File: src/rtl/twin_bist_pkg.sv
package twin_bist_pkg;
  localparam logic [2:0] FK_NONE  = 3'd0;
  localparam logic [2:0] FK_SA0   = 3'd1;
  localparam logic [2:0] FK_SA1   = 3'd2;
  localparam logic [2:0] FK_SHORT = 3'd3;
  localparam logic [2:0] FK_OPEN  = 3'd4;

  // width of the fault-select word for a given number of lines
  function automatic int fsel_width(input int lines);
    return 4 + 2 * $clog2(lines);
  endfunction

  // kinds above FK_OPEN carry no fault
  function automatic logic kind_known(input logic [2:0] k);
    return (k != FK_NONE) && (k <= FK_OPEN);
  endfunction
endpackage

File: src/rtl/twin_bist_patgen.sv
module twin_bist_patgen #(
  parameter int W = 4
) (
  input  logic         clk,
  input  logic         rst_n,
  input  logic         start,
  output logic         accept,
  output logic         last,
  output logic         busy,
  output logic         done,
  output logic [W-1:0] pat
);
  logic [W-1:0] cnt;
  logic         busy_q;
  logic         done_q;

  assign accept = start && !busy_q;
  assign last   = busy_q && (cnt == {W{1'b1}});
  assign busy   = busy_q;
  assign done   = done_q;
  assign pat    = cnt;

  always_ff @(posedge clk) begin
    if (!rst_n) begin
      cnt    <= '0;
      busy_q <= 1'b0;
      done_q <= 1'b0;
    end else begin
      done_q <= last;
      if (accept) begin
        cnt    <= '0;
        busy_q <= 1'b1;
      end else if (busy_q) begin
        cnt <= cnt + 1'b1;
        if (last) busy_q <= 1'b0;
      end
    end
  end

  a_r1_start_loads_zero: assert property (@(posedge clk) disable iff (!rst_n)
    accept |=> (busy_q && cnt == '0));
  a_r2_last_ends_run: assert property (@(posedge clk) disable iff (!rst_n)
    last |=> (!busy_q && done_q));
  a_r2_done_single: assert property (@(posedge clk) disable iff (!rst_n)
    done_q |=> !done_q);
  a_r4_count_steps: assert property (@(posedge clk) disable iff (!rst_n)
    (busy_q && !last) |=> (busy_q && cnt == W'($past(cnt) + 1'b1)));
endmodule

File: src/rtl/twin_bist_unit.sv
module twin_bist_unit
  import twin_bist_pkg::*;
#(
  parameter int W     = 4,
  parameter int OUT_W = 3,
  parameter int LW    = 2
) (
  input  logic [W-1:0]     pat,
  input  logic             inj_en,
  input  logic [2:0]       kind,
  input  logic [LW-1:0]    idx_a,
  input  logic [LW-1:0]    idx_b,
  output logic [OUT_W-1:0] out
);
  logic [W-1:0] near_v;
  logic [W-1:0] far_v;
  logic         a_ok, b_ok, bit_a, bit_b, wired;

  // safe read of a line chosen by a runtime index
  function automatic logic pick(input logic [W-1:0] v, input logic [LW-1:0] i);
    logic r;
    r = 1'b0;
    for (int k = 0; k < W; k++) if (i == LW'(k)) r = v[k];
    return r;
  endfunction

  assign a_ok  = (32'(idx_a) < W);
  assign b_ok  = (32'(idx_b) < W);
  assign bit_a = pick(pat, idx_a);
  assign bit_b = pick(pat, idx_b);
  assign wired = bit_a & bit_b;

  always_comb begin
    near_v = pat;
    far_v  = pat;
    if (inj_en && a_ok) begin
      for (int i = 0; i < W; i++) begin
        unique case (kind)
          FK_SA0: if (idx_a == LW'(i)) begin near_v[i] = 1'b0; far_v[i] = 1'b0; end
          FK_SA1: if (idx_a == LW'(i)) begin near_v[i] = 1'b1; far_v[i] = 1'b1; end
          FK_SHORT:
            if (b_ok && idx_a != idx_b && (idx_a == LW'(i) || idx_b == LW'(i))) begin
              near_v[i] = wired;
              far_v[i]  = wired;
            end
          FK_OPEN: if (idx_a == LW'(i)) far_v[i] = 1'b0;
          default: ;
        endcase
      end
    end
  end

  for (genvar j = 0; j < OUT_W; j++) begin : g_out
    if (j == 0) begin : g_par
      assign out[j] = ^far_v;
    end else begin : g_and
      assign out[j] = near_v[(j-1) % W] & near_v[j % W];
    end
  end

  always_comb begin
    if (!inj_en) a_r6_clean_lines: assert (near_v == pat && far_v == pat);
  end
endmodule

File: src/rtl/twin_bist_ora.sv
module twin_bist_ora #(
  parameter int OUT_W = 3
) (
  input  logic             clk,
  input  logic             rst_n,
  input  logic             clear,
  input  logic             sample,
  input  logic [OUT_W-1:0] resp_a,
  input  logic [OUT_W-1:0] resp_b,
  output logic             mismatch,
  output logic             fail
);
  logic [OUT_W-1:0] diff;
  logic             fail_q;

  assign diff     = resp_a ^ resp_b;
  assign mismatch = |diff;
  assign fail     = fail_q;

  always_ff @(posedge clk) begin
    if (!rst_n)      fail_q <= 1'b0;
    else if (clear)  fail_q <= 1'b0;
    else if (sample && mismatch) fail_q <= 1'b1;
  end

  a_r5_fail_sticky: assert property (@(posedge clk) disable iff (!rst_n)
    (fail_q && !clear) |=> fail_q);
  a_r5_detect: assert property (@(posedge clk) disable iff (!rst_n)
    (sample && mismatch && !clear) |=> fail_q);
  a_r1_clear_fail: assert property (@(posedge clk) disable iff (!rst_n)
    clear |=> !fail_q);
endmodule

File: src/rtl/twin_cmp_bist.sv
module twin_cmp_bist
  import twin_bist_pkg::*;
#(
  parameter  int PAT_W = 4,
  parameter  int OUT_W = 3,
  localparam int LW    = $clog2(PAT_W),
  localparam int FS_W  = 4 + 2 * LW
) (
  input  logic            clk,
  input  logic            rst_n,
  input  logic            start,
  input  logic [FS_W-1:0] fault_sel,
  output logic            busy,
  output logic            done,
  output logic            fail
);
  logic [FS_W-1:0]  fs_q;
  logic             accept, last;
  logic [PAT_W-1:0] pat;
  logic [OUT_W-1:0] resp_a, resp_b;
  logic             mismatch;
  logic             fs_unit;
  logic [2:0]       fs_kind;
  logic [LW-1:0]    fs_a, fs_b;
  logic             inj_any;

  initial begin
    if (PAT_W < 2) $error("PAT_W must be at least 2");
    if (fsel_width(PAT_W) != FS_W) $error("fault-select width mismatch");
  end

  assign fs_unit = fs_q[FS_W-1];
  assign fs_kind = fs_q[FS_W-2 -: 3];
  assign fs_a    = fs_q[2*LW-1 -: LW];
  assign fs_b    = fs_q[LW-1:0];
  assign inj_any = kind_known(fs_kind);

  always_ff @(posedge clk) begin
    if (!rst_n)      fs_q <= '0;
    else if (accept) fs_q <= fault_sel;
  end

  twin_bist_patgen #(.W(PAT_W)) u_gen (
    .clk(clk), .rst_n(rst_n), .start(start), .accept(accept), .last(last),
    .busy(busy), .done(done), .pat(pat)
  );

  twin_bist_unit #(.W(PAT_W), .OUT_W(OUT_W), .LW(LW)) u_unit_a (
    .pat(pat), .inj_en(inj_any && !fs_unit), .kind(fs_kind),
    .idx_a(fs_a), .idx_b(fs_b), .out(resp_a)
  );

  twin_bist_unit #(.W(PAT_W), .OUT_W(OUT_W), .LW(LW)) u_unit_b (
    .pat(pat), .inj_en(inj_any && fs_unit), .kind(fs_kind),
    .idx_a(fs_a), .idx_b(fs_b), .out(resp_b)
  );

  twin_bist_ora #(.OUT_W(OUT_W)) u_ora (
    .clk(clk), .rst_n(rst_n), .clear(accept), .sample(busy),
    .resp_a(resp_a), .resp_b(resp_b), .mismatch(mismatch), .fail(fail)
  );

  a_r6_clean_agrees: assert property (@(posedge clk) disable iff (!rst_n)
    (busy && fs_kind == FK_NONE) |-> !mismatch);
  a_r12_unknown_kind_agrees: assert property (@(posedge clk) disable iff (!rst_n)
    (busy && fs_kind > FK_OPEN) |-> !mismatch);
  a_r11_sel_held: assert property (@(posedge clk) disable iff (!rst_n)
    (busy && !accept) |=> $stable(fs_q));
  a_r3_busy_held: assert property (@(posedge clk) disable iff (!rst_n)
    (busy && !last) |=> busy);
endmodule

File: config.mk
export PLATFORM = sky130hd
export DESIGN_NAME = twin_cmp_bist
export DESIGN_NICKNAME = d
export VERILOG_FILES = /design/src/rtl/twin_bist_pkg.sv /design/src/rtl/twin_bist_patgen.sv /design/src/rtl/twin_bist_unit.sv /design/src/rtl/twin_bist_ora.sv /design/src/rtl/twin_cmp_bist.sv
export SDC_FILE = /design/constraint.sdc
export NUM_CORES = 1
export LEC_CHECK = 0
export BUFFER_PORTS_ARGS = -buffer_cell sky130_fd_sc_hd__buf_2
export CORE_MARGIN = 8
export CORE_UTILIZATION = 55
export CTS_CLUSTER_DIAMETER = 80
export DETAILED_ROUTE_END_ITERATION = 7
export GPL_TIMING_DRIVEN = 0
export HOLD_SLACK_MARGIN = 0.08
export PLACE_DENSITY = 0.85
export SETUP_SLACK_MARGIN = 0.1
export SKIP_LAST_GASP = 1
export SLEW_MARGIN = 5
export SYNTH_ARGS = -nofsm -noshare
export SYNTH_HDL_FRONTEND = slang
export SYNTH_SLANG_ARGS = --single-unit
File: constraint.sdc
create_clock -name clk -period 2.4 [get_ports clk]
set_input_delay 0.24 -clock clk [delete_from_list [all_inputs] [get_ports clk]]
set_output_delay 0.24 -clock clk [all_outputs]
set_load 0.02 [all_outputs]
# Word-level counts from Yosys, hierarchy flattened
# Cells that the tools add are included.
# totals
input_bits	11
output_inout_bits	3
word_cells	84
memories	0
ram_bits	0
reg_bits	15
romBits	0
latchBits	0
# classes
n_lt_le_gt_ge	1
eq_ne	12
n_mul	0
n_addsub	1
n_bitwise	7
div_mod_pow	0
muxes	34
reduce_logical	24
shifts	0
# op_table
operator	count
$mux 1	23
$pmux 1 s3	7
$logic_and 1x1->1	10
$eq 2x2->1 const B	4
$mux 4	2
$reduce_xor 4->1	2
$eq 3x2->1 const B	2
$mux 3	2
$and 1x1->1	5
$add 4x1->4 const B	1
$eq 2x1->1 const B	2
$eq 4x4->1 const B	1
$logic_not 2->1	2
$logic_or 1x1->1	4
$reduce_or 2->1	2
$eq 3x1->1 const B	1
$eq 3x3->1 const B	1
$le 3x3->1 const B	1
$reduce_bool 3->1	1
$reduce_or 3->1	1
$xor 3x3->3	1
$logic_not 1->1	2
$ne 2x2->1	1
$not 1->1	1

# Logic depth before layout (Yosys ltp)
# logic_depth
depth_word	13
depth_mapped	8
depth_no_buf	6

# Modules after synthesis
# From an unflattened synthesis, not the netlist that was laid out.
# unflattened
hier_cells	215
area_unflattened_um2	1721.7
# modules_own_cells
module	n_inst	seq_area_each_um2	cells_each	area_each_um2
twin_bist_unit	2	0.0	75	524.3
twin_cmp_bist	1	160.2	29	324.1
twin_bist_patgen	1	120.1	26	274.0
twin_bist_ora	1	20.0	10	75.1

# Least setup slack after synthesis
# OpenSTA, ideal clock, no wires.
# synth_path
kind	register to register
startpoint	reg fs_q[0]
endpoint	reg u_ora.fail_q (netlist: u_ora.fail)
slack_ns	0.681
synth_period_minus_slack_ns	1.719
arrival_time_ns	1.598
path_stages_with_launch	7
path_buffers	0
setup_time_ns	0.121
required_time_ns	2.279
cell_sequence	dfxtp_1 -> mux4_1 -> nand2_2 -> and4_1 -> a211oi_1 -> nor4_1 -> o21ai_1
# synth_via
elab_chain_cells	13
elab_cells_between_ends	42
cone_classes	eq/ne (4); mux (19); bitwise (6); reduce/logical (13)
# synth_rtl
item	line	text
start, declared	twin_cmp_bist.sv:17	logic [FS_W-1:0] fs_q;
start signal, assigned	twin_cmp_bist.sv:40	else if (accept) fs_q <= fault_sel;
$logic_not 2->1	twin_bist_unit.sv:23, twin_bist_unit.sv:42	
$mux 1 (4 in series)	twin_bist_unit.sv:23	for (int k = 0; k < W; k++) if (i == LW'(k)) r = v[k];
$and 1x1->1	twin_bist_unit.sv:31	assign wired = bit_a & bit_b;
$mux 1 (on tied branches)	n/a	
$pmux 1 s3	twin_bist_unit.sv:38	unique case (kind)
$mux 4 or $mux 3 (tied branches)	twin_bist_unit.sv:36	if (inj_en && a_ok) begin
$reduce_xor 4->1 or $and 1x1->1 (tied branches)	twin_bist_unit.sv:55, twin_bist_unit.sv:57	
$xor 3x3->3 (*)	twin_bist_ora.sv:16	assign diff = resp_a ^ resp_b;
$reduce_or 3->1 (*)	twin_bist_ora.sv:17	assign mismatch = |diff;
$logic_and 1x1->1 (*)	twin_bist_ora.sv:23	else if (sample && mismatch) fail_q <= 1'b1;
end signal, assigned	twin_bist_ora.sv:21	if (!rst_n) fail_q <= 1'b0;
end signal, assigned	twin_bist_ora.sv:22	else if (clear) fail_q <= 1'b0;
end signal, assigned	twin_bist_ora.sv:23	
end, declared	twin_bist_ora.sv:14	logic fail_q;
# Every way passes the cells marked *; elsewhere a longest branch is shown, timed or not.
# A chain may end at the register's enable or synchronous reset.

# Worst setup path in the final report
# layout_path
startpoint	reg fs_q[4]
endpoint	reg u_ora.fail_q (netlist: u_ora.fail)
# layout_via
elab_chain_cells	8
elab_cells_between_ends	30
cone_classes	order compare (1); eq/ne (4); mux (11); bitwise (5); reduce/logical (9)
# layout_rtl
item	line
$eq 3x1->1, or another cell as far along	twin_bist_unit.sv:38
$reduce_or 2->1 (no source line) or $logic_and 1x1->1 (tied branches)	n/a
$pmux 1 s3, or another cell as far along	twin_bist_unit.sv:38
$mux 4 or $mux 3 (tied branches)	twin_bist_unit.sv:36
$reduce_xor 4->1 or $and 1x1->1 (tied branches)	twin_bist_unit.sv:55, twin_bist_unit.sv:57
$xor 3x3->3 (*)	twin_bist_ora.sv:16
$reduce_or 3->1 (*)	twin_bist_ora.sv:17
$logic_and 1x1->1 (*)	twin_bist_ora.sv:23
# Marks and branches as above.

==> impl_metrics.tcl <==
set metrics [dict create \
    status "finished clean" \
    ys_types 41 \
    row_count 15 \
    finalSetupTns_ps 0 \
    start_kind "register" \
    crit_fanout 10 \
    gp_congestion 0.817 \
    crit_buf_inv 1 \
    synth_area_um2 966 \
    period_needed_ps 2020 \
    synth-xor-area-share_pct 4.53 \
    critical_path.max_stage_delay_ps 350 \
    max_cap_viol_count 0 \
    hold_viol 0 \
    synth_area_leaders "dfxtp_1, nand2_1, a21oi_1" \
    worst_clock_skew_ps 12.6 \
    min_period_over_period_pct 84.3 \
    start_util_pct 57.2 \
    muxShareOfSynthArea_pct 8.29 \
    ys_warn_count 0 \
    placed_cells 152 \
    grt_max_degree 11 \
    synth_top_area_share_pct 29.0 \
    clock-sinks 14 \
    cts_tree "yes" \
    hold_path_depth 3 \
    maxSlewHeadroom_pct 70.3 \
    clk_pin_slew_ps 90 \
    min_to "fs_q[1]$_SDFFE_PN0P_" \
    drt_iter0_markers 35 \
    hold_path.class "input pin to register" \
    fin_cells 156 \
    cts_buffers 3 \
    antennaDiodeCount 0 \
    r2r-start "fs_q[4]$_SDFFE_PN0P_" \
    drive_gt1_share_pct 18.0 \
    fmax_mhz 494 \
    place_hpwl_um 1830 \
    clockBufferDepth 2 \
    drc 0 \
    grt_pass1_vias 910 \
    cts_hold_buf 0 \
    tightest_slew_ps 445 \
    detail-route-antenna-nets 0 \
    die-area_mm2 0.00335 \
    firstDrtPassIters 4 \
    post_cts_resized 0 \
    nFillCells 149 \
    r2r.worst_path.cells 7 \
    ir_drop_v 0.000464 \
    yosysTopAreaCell "dfxtp_1" \
    grt_util_all_layers_pct 14.5 \
    synth-simple-area-share_pct 29.3 \
    ys_seq_elements 14 \
    min_from "fault_sel[1]" \
    grt_first_pass_wirelength_um 3910 \
    r2r_setup_slack_ps 380 \
    setup_viol 0 \
    vias 973 \
    wl_um 2370 \
    total_power_uw 534 \
    cp_slowest_cell "dfxtp_1" \
    synth_compound_area_share_pct 19.4 \
    yosys.area_share.adder_pct 1.30 \
    drv_slew 0 \
    syn_to_final_growth_pct 12.2 \
    cellPowerDensity_mw_per_mm2 492 \
    power_leakage_nw 0.426 \
    syn_avg_cell_area_um2 7.85 \
    crit_type "register to register" \
    rsz0062_at_grt "false" \
    crit_cells 7 \
    die_width_um 57.9 \
    worstSkewPairLatency_ps 290 \
    synth_top_family_by_area "simple AND/OR/NAND/NOR gates" \
    rr_endpoint "u_ora.fail$_SDFFE_PP0P_" \
    fp.dieH_um 57.9 \
    pin_count 14 \
    post_cts.repair.setup_buffers 0 \
    ys_seq_area_share_pct 29.0 \
    wl_per_cell_um 15.2 \
    cts_root_buf "clkbuf_4" \
    synthArstFlopShare_pct 0 \
    core_area_mm2 0.00169 \
    antenna_found_initial 0 \
    required_ps 2560 \
    path_cells "clkbuf_1 -> o21ai_0 -> o31ai_1 -> and4_1 -> o211a_1 -> nor4_1 -> o21ai_1" \
    final_nets 152 \
    synth_fp_nets 135 \
    vias_per_cell 6.24 \
    cp_top_family "compound AO/OA/AOI/OAI gates" \
    crit_path_end_kind "register" \
    synthCells 123 \
    h-tree-depth 1 \
    synthFlopType "dfxtp_1" \
    synth_edf_count 0 \
    overflow 0 \
    crit_arrival_ps 2180 \
    port_buffers 12 \
    crit_start "fs_q[4]$_SDFFE_PN0P_" \
    utilization_pct 64.1 \
]
-- cells in the mapped netlist (3+ instances only) --
master / count
buf_2: 3
dfxtp_1: 14
nor2_1: 9
nand3_1: 4
o21ai_0: 7
a21oi_1: 10
nand2b_1: 3
nor2b_1: 4
xor2_1: 3
buf_6: 3
nand4_1: 3
nand2_1: 17
clkbuf_1: 6
-- logic make-up (layout without fill, tap and decap cells) --
| kind of cell | after synthesis | after routing |
|---|---|---|
| xor gates and xnor gates | 5 | 5 |
| buffers and inverters | 14 | 30 |
| muxes | 5 | 5 |
| adders and majority gates | 1 | 1 |
| and+or+nand+nor | 54 | 54 |
| AOI/OAI and AO/OA | 30 | 30 |
| DFF | 14 | 14 |
-- where the power goes --
group,internal (mW),switching [mW]
Clock,0.0924,0.0769
Combinational,0.0481,0.0635
Sequential,0.243,0.0101
Total,0.383,0.150
-- metrics by stage --
| step | worst slack [ps] | hold WS (ps) | cell area, um^2 |
|---|---|---|---|
| 3_3_place_gp | 479 | 457 | 1050 |
| 2_1_floorplan | 681 | 376 | 966 |
| 4_1_cts | 423 | 201 | 1080 |
| 3_5_place_dp | 459 | 480 | 1050 |
| 6_report | 377 | 196 | 1080 |
| 5_1_grt | 271 | 196 | 1080 |
-- metal layers --
layer / vias to the layer above / GRT usage [%] / share of wire [%]
li1: 473 / - / -
met5: - / 0 / 0
met4: 0 / 5.59 / 1.3
met3: 4 / 4.42 / 6.4
met1: 454 / 15.1 / 40
met2: 42 / 26.6 / 52
-- cells in the final DEF, fill, tap and decap left out, types with 2 or more instances in the layout --
cell type,synthesis,routed
nand3_1,4,4
mux2i_1,2,2
nor4_1,2,2
a211oi_1,2,2
and4_1,2,2
clkbuf_4,0,3
nand2_1,17,17
xor2_1,3,3
o211ai_1,2,2
buf_2,3,15
nor2b_1,4,4
xnor2_1,2,2
o21ai_0,7,7
a21oi_1,10,10
nand2b_1,3,3
nand4_1,3,3
clkbuf_1,6,6
nor2_1,9,9
inv_1,2,2
dfxtp_1,14,14
nor3_1,2,2
nor3b_1,2,2
buf_6,3,3
-- cell type report --
type / instances / area (um^2) / share of cell area (%)
multi-input cells: 95 / 607 / 56.0
well taps: 17 / 21.3 / 1.96
inverters: 2 / 7.51 / 0.693
flip-flops and latches: 14 / 280 / 25.9
repair buffers: 12 / 60.1 / 5.54
clock buffers: 4 / 36.3 / 3.35
plain buffers: 12 / 71.3 / 6.58
-- worst min-delay path, delay by kind of cell --
| family | cells | cell delay (ps) |
|---|---|---|
| compound gates | 1 | 50 |
| buf+inv | 1 | 100 |
| simple gates | 1 | 50 |
-- worst max-delay path by stage --
stage	end	slack (ps)
after floorplan	u_ora.fail$_SDFFE_PP0P_	680
after global placement	u_ora.fail$_SDFFE_PP0P_	480
after detailed placement	u_ora.fail$_SDFFE_PP0P_	460
after CTS	u_ora.fail$_SDFFE_PP0P_	420
after global routing	u_ora.fail$_SDFFE_PP0P_	270
final	u_ora.fail$_SDFFE_PP0P_	380
-- state kept, by name (all words and copies together), names as in the netlist --
| name | count |
|---|---|
| u_ora.fail | 1 |
| fs_q | 7 |
| u_gen.pat | 4 |
| u_gen.done | 1 |
| u_gen.busy | 1 |
No activity file was read; power rests on OpenSTA's default activity.
